===== src/rtl/phy_irq_reg.sv =====
module phy_irq_reg (
  input  logic        clk,
  input  logic        rst_n,
  input  logic        rd_stb,
  input  logic        wr_stb,
  input  logic [15:0] wr_data,
  output logic [15:0] rd_data,
  input  logic        irq_pol,
  input  logic        ev_jabber,
  input  logic        rx_err,
  input  logic        ev_page,
  input  logic        ev_pdfault,
  input  logic        ev_lpack,
  input  logic        link_ok,
  input  logic        ev_rfault,
  input  logic        ev_ancomp,
  output logic        irq_pin
);
  localparam int NEV = 8;

  logic [NEV-1:0] en_q, flag_q, hit;
  logic           rxe_q, lnk_q, rx_rise, lnk_chg, active;

  assign rx_rise = rx_err & ~rxe_q;
  assign lnk_chg = link_ok ^ lnk_q;
  assign hit     = {ev_jabber, rx_rise, ev_page, ev_pdfault,
                    ev_lpack, lnk_chg, ev_rfault, ev_ancomp};

  always_ff @(posedge clk or negedge rst_n) begin
    if (!rst_n) begin
      en_q   <= '0;
      flag_q <= '0;
      rxe_q  <= 1'b0;
      lnk_q  <= 1'b0;
    end else begin
      rxe_q  <= rx_err;
      lnk_q  <= link_ok;
      flag_q <= (rd_stb ? '0 : flag_q) | hit;
      if (wr_stb) en_q <= wr_data[15:8];
    end
  end

  assign rd_data = {en_q, flag_q};
  assign active  = |(en_q & flag_q);
  assign irq_pin = irq_pol ? active : ~active;


  en_load_chk: assert property (@(posedge clk) disable iff (!rst_n)
    wr_stb |=> rd_data[15:8] == $past(wr_data[15:8]));

  en_hold_chk: assert property (@(posedge clk) disable iff (!rst_n)
    !wr_stb |=> $stable(rd_data[15:8]));

  flag_sticky_chk: assert property (@(posedge clk) disable iff (!rst_n)
    (!rd_stb && flag_q != '0) |=> (flag_q & $past(flag_q)) == $past(flag_q));

  read_clear_chk: assert property (@(posedge clk) disable iff (!rst_n)
    (rd_stb && hit == '0) |=> flag_q == '0);

  event_set_chk: assert property (@(posedge clk) disable iff (!rst_n)
    (hit != '0) |=> (flag_q & $past(hit)) == $past(hit));
endmodule


===== config.mk =====
export PLATFORM = sky130hd
export DESIGN_NAME = phy_irq_reg
export DESIGN_NICKNAME = d
export VERILOG_FILES = /design/src/rtl/phy_irq_reg.sv
export SDC_FILE = /design/constraint.sdc
export NUM_CORES = 1
export LEC_CHECK = 0
export BUFFER_PORTS_ARGS = -buffer_cell sky130_fd_sc_hd__buf_4
export CAP_MARGIN = 20
export CORE_ASPECT_RATIO = 1.1
export CORE_MARGIN = 4
export CORE_UTILIZATION = 35
export CTS_CLUSTER_SIZE = 24
export DETAILED_ROUTE_END_ITERATION = 8
export PLACE_DENSITY_LB_ADDON = 0.1
export SLEW_MARGIN = 10
export SYNTH_ARGS = -nofsm -noshare
export SYNTH_HDL_FRONTEND = slang
export SYNTH_SLANG_ARGS = --single-unit

===== constraint.sdc =====
create_clock -name clk -period 0.8 [get_ports clk]
set_input_delay 0.08 -clock clk [delete_from_list [all_inputs] [get_ports clk]]
set_output_delay 0.08 -clock clk [all_outputs]
set_load 0.05 [all_outputs]

==> reports/qor.txt <==
Status: complete, but fails checks
Violated checks: negative setup slack
Count of H-tree levels built during CTS: 1
Cell area after layout: 0.00156 mm²
Area added between synthesis and finish: 129%
Unrepaired setup endpoints after global routing: yes
Worst-skew pair later-pin latency: 0.28 ns
Final count of pins violating max slew: 0
Slew Limit Headroom: 81.6%
VDD IR max: 0.00160 V
Worst-path maximum fanout: 2
Gate count of the mapped netlist: 44
Vias in the first global route: 671
Synthesized flop and latch total: 18
Number of max-capacitance violations reported: 0
Top library cells by usage in the layout, fill and taps aside: 22 x sky130_fd_sc_hd__buf_6, 21 x sky130_fd_sc_hd__buf_4, 16 x sky130_fd_sc_hd__dfrtp_2, 16 x sky130_fd_sc_hd__buf_8, 12 x sky130_fd_sc_hd__dlygate4sd3_1
First-pass iteration count of the detailed router: 2
Clk sink count: 18
First-pass GRT wire length: 3240 µm
Worst-path clk slew: 0.10 ns
Post-Route Setup TNS: -6.79 ns
Tightest hold margin: 0.0225 ns
Start-to-end type of the worst setup path: reg2out
Static leakage: 0.733 nW
Total global-route track usage: 16.3%
Most common cell after layout, fill and taps aside: sky130_fd_sc_hd__buf_6
Gp weighted congestion: 0.705
Via/cell ratio: 4.50
Library cell used as clock root buffer: sky130_fd_sc_hd__clkbuf_4
Total global routing overflow: 0
Standard-cell rows: 16
Kind of start point of the critical path: register
Post-Layout Cell Count: 145
Number of distinct library cell variants in the gate-level netlist after synthesis: 11
Min-Delay Path Class: in2reg
Number of setup violations in the final report: 30
Via count: 652
Maximum clock frequency: 632 MHz
Final setup skew: 0.000222 ns
Die height: 54.2 µm
Routed wire length per instance: 14.5 µm
Post-DP HPWL: 1330 µm
Die area: 0.00271 mm²
Largest cells by area after synthesis: sky130_fd_sc_hd__dfrtp_1 66%, sky130_fd_sc_hd__mux2_2 13%, sky130_fd_sc_hd__a21o_1 7.7%
Post-Syn Area: 679 µm²
Arrival time worst endpoint: 1.50 ns
Fraction of final layout cells with drive strength greater than 1: 77.1%
Required @ worst endpoint: 0.72 ns
Drt total wl: 2100 µm
Number of synthesis warnings: 0
Total Power: 0.00261 W
Routed Antenna Nets: 0
Input/output buffers: 37
Maximum buffer depth of the clock tree: 2
Transition time of the tightest slew-check pin: 0.276 ns
Number of buffers created by CTS: 3
Clock period minus final worst setup slack: 1.58 ns
Share of the synthesized area in the top cell type: 66.3%
Total count of hold-check failures in the final report: 0
Placed Instances: 123
Cell type with the highest aggregate area in the netlist: sky130_fd_sc_hd__dfrtp_1
Layout fillers: 91
Number of antenna violations at the first check in global routing: 0
Mean instance size in the synthesized netlist: 15.4 µm²
Largest net degree at the start of global routing: 19
Number of design-rule violations left by the first detailed-router iteration: 2
Die Wd: 50.0 µm
Post-Place Cell Area: 0.00114 mm²
Sequential element share of the synthesized area: 66.3%
CTS tree: built
Initial core utilization: 37.3%
Ports: 46
Post-route worst setup slack: -0.782 ns
Final layout net count: 148
P per Cell Area: 1670 mW/mm²
Placeable core region: 0.00182 mm²
Fraction of the cycle the final worst path needs: 198%
Diodes inserted: 0
Remaining routing DRC violations: 0
Number of nets produced by synthesis: 73
Crit end category: output port
[routing by layer]
layer,global-route usage [%],up-vias,wire length [µm]
li1,-,310,-
met1,20.6,314,852
met2,27.2,28,1120
met3,3.54,0,122
met4,6.91,0,0
met5,0,-,0
[area by class of cell]
cell class	count	area, µm²	share of cell area [%]
inverter	2	7.51	0.482
sequential	18	470	30.2
timing repair buffer	71	766	49.1
multi-input combinational	23	255	16.4
clock buffer	4	26.3	1.69
tap	27	33.8	2.17
[cell families after synthesis]
logic type | after synthesis | synth area share, %
flip-flops | 18 | 66.3
AO/OA/AOI/OAI | 12 | 14.2
multiplexers | 8 | 13.3
buffers and inverters | 3 | 2.76
XOR/XNOR | 2 | 2.58
AND/OR/NAND/NOR | 1 | 0.921
[synthesized netlist by cell type]
| master | count |
|---|---|
| sky130_fd_sc_hd__xnor2_1 | 1 |
| sky130_fd_sc_hd__xor2_1 | 1 |
| sky130_fd_sc_hd__inv_1 | 2 |
| sky130_fd_sc_hd__mux2_2 | 8 |
| sky130_fd_sc_hd__a22oi_2 | 1 |
| sky130_fd_sc_hd__nand4_1 | 1 |
| sky130_fd_sc_hd__a22o_1 | 1 |
| sky130_fd_sc_hd__dfrtp_1 | 18 |
| sky130_fd_sc_hd__buf_6 | 1 |
| sky130_fd_sc_hd__a21o_1 | 7 |
| sky130_fd_sc_hd__a22oi_1 | 3 |
[metrics by stage]
stage	utilization, %	setup slack (ns)
after floorplan	-	-0.631
after global placement	62.5	-0.499
after detailed placement	62.5	-0.517
after CTS	80.2	-0.780
after global routing	85.6	-0.850
final	85.6	-0.782
[registers in the layout, summed over array words and instances (netlist names)]
name / cells
en_q: 8
flag_q: 8
lnk_q: 1
rxe_q: 1
[path summary, 6_finish.rpt]
check / startpoint / to / slack, ns / cells after the start
max in group asynchronous: rst_n / flag_q[6]$_DFF_PN0_ / 0.40 / 2
worst min-delay path: wr_data[11] / en_q[3]$_DFFE_PN0P_ / 0.02 / 2
worst min register to register: rxe_q$_DFF_PN0_ / flag_q[6]$_DFF_PN0_ / 0.56 / 2
min in group asynchronous: rst_n / en_q[4]$_DFFE_PN0P_ / 0.18 / 2
worst max-delay path: flag_q[6]$_DFF_PN0_ / irq_pin / -0.78 / 4
worst max register to register: en_q[0]$_DFFE_PN0P_ / en_q[0]$_DFFE_PN0P_ / -0.22 / 3
[critical path, stage by stage, from the launching register on]
cell and delay [ns]:
sky130_fd_sc_hd__dfrtp_2 0.43, sky130_fd_sc_hd__a22oi_2 0.19, sky130_fd_sc_hd__nand4_1 0.23, sky130_fd_sc_hd__xnor2_4 0.19, sky130_fd_sc_hd__buf_6 0.17
[repair_timing]
action                                  in CTS  in global routing
endpoints found under the setup margin      28                 33
gates resized for setup                     47                 19
setup buffers                                3                 11
hold buffers                                10                  2
pin swaps                                    3                  4
hold endpoints to repair                    27                  2
cloned                                       0                  0
[report_power, final]
group	internal [W]	switching, W	leakage, nW
Clock	0.000194	0.000273	0.0150
Combinational	0.000581	0.000494	0.529
Sequential	0.000999	0.0000679	0.190
No activity file was read; power rests on OpenSTA's default activity.
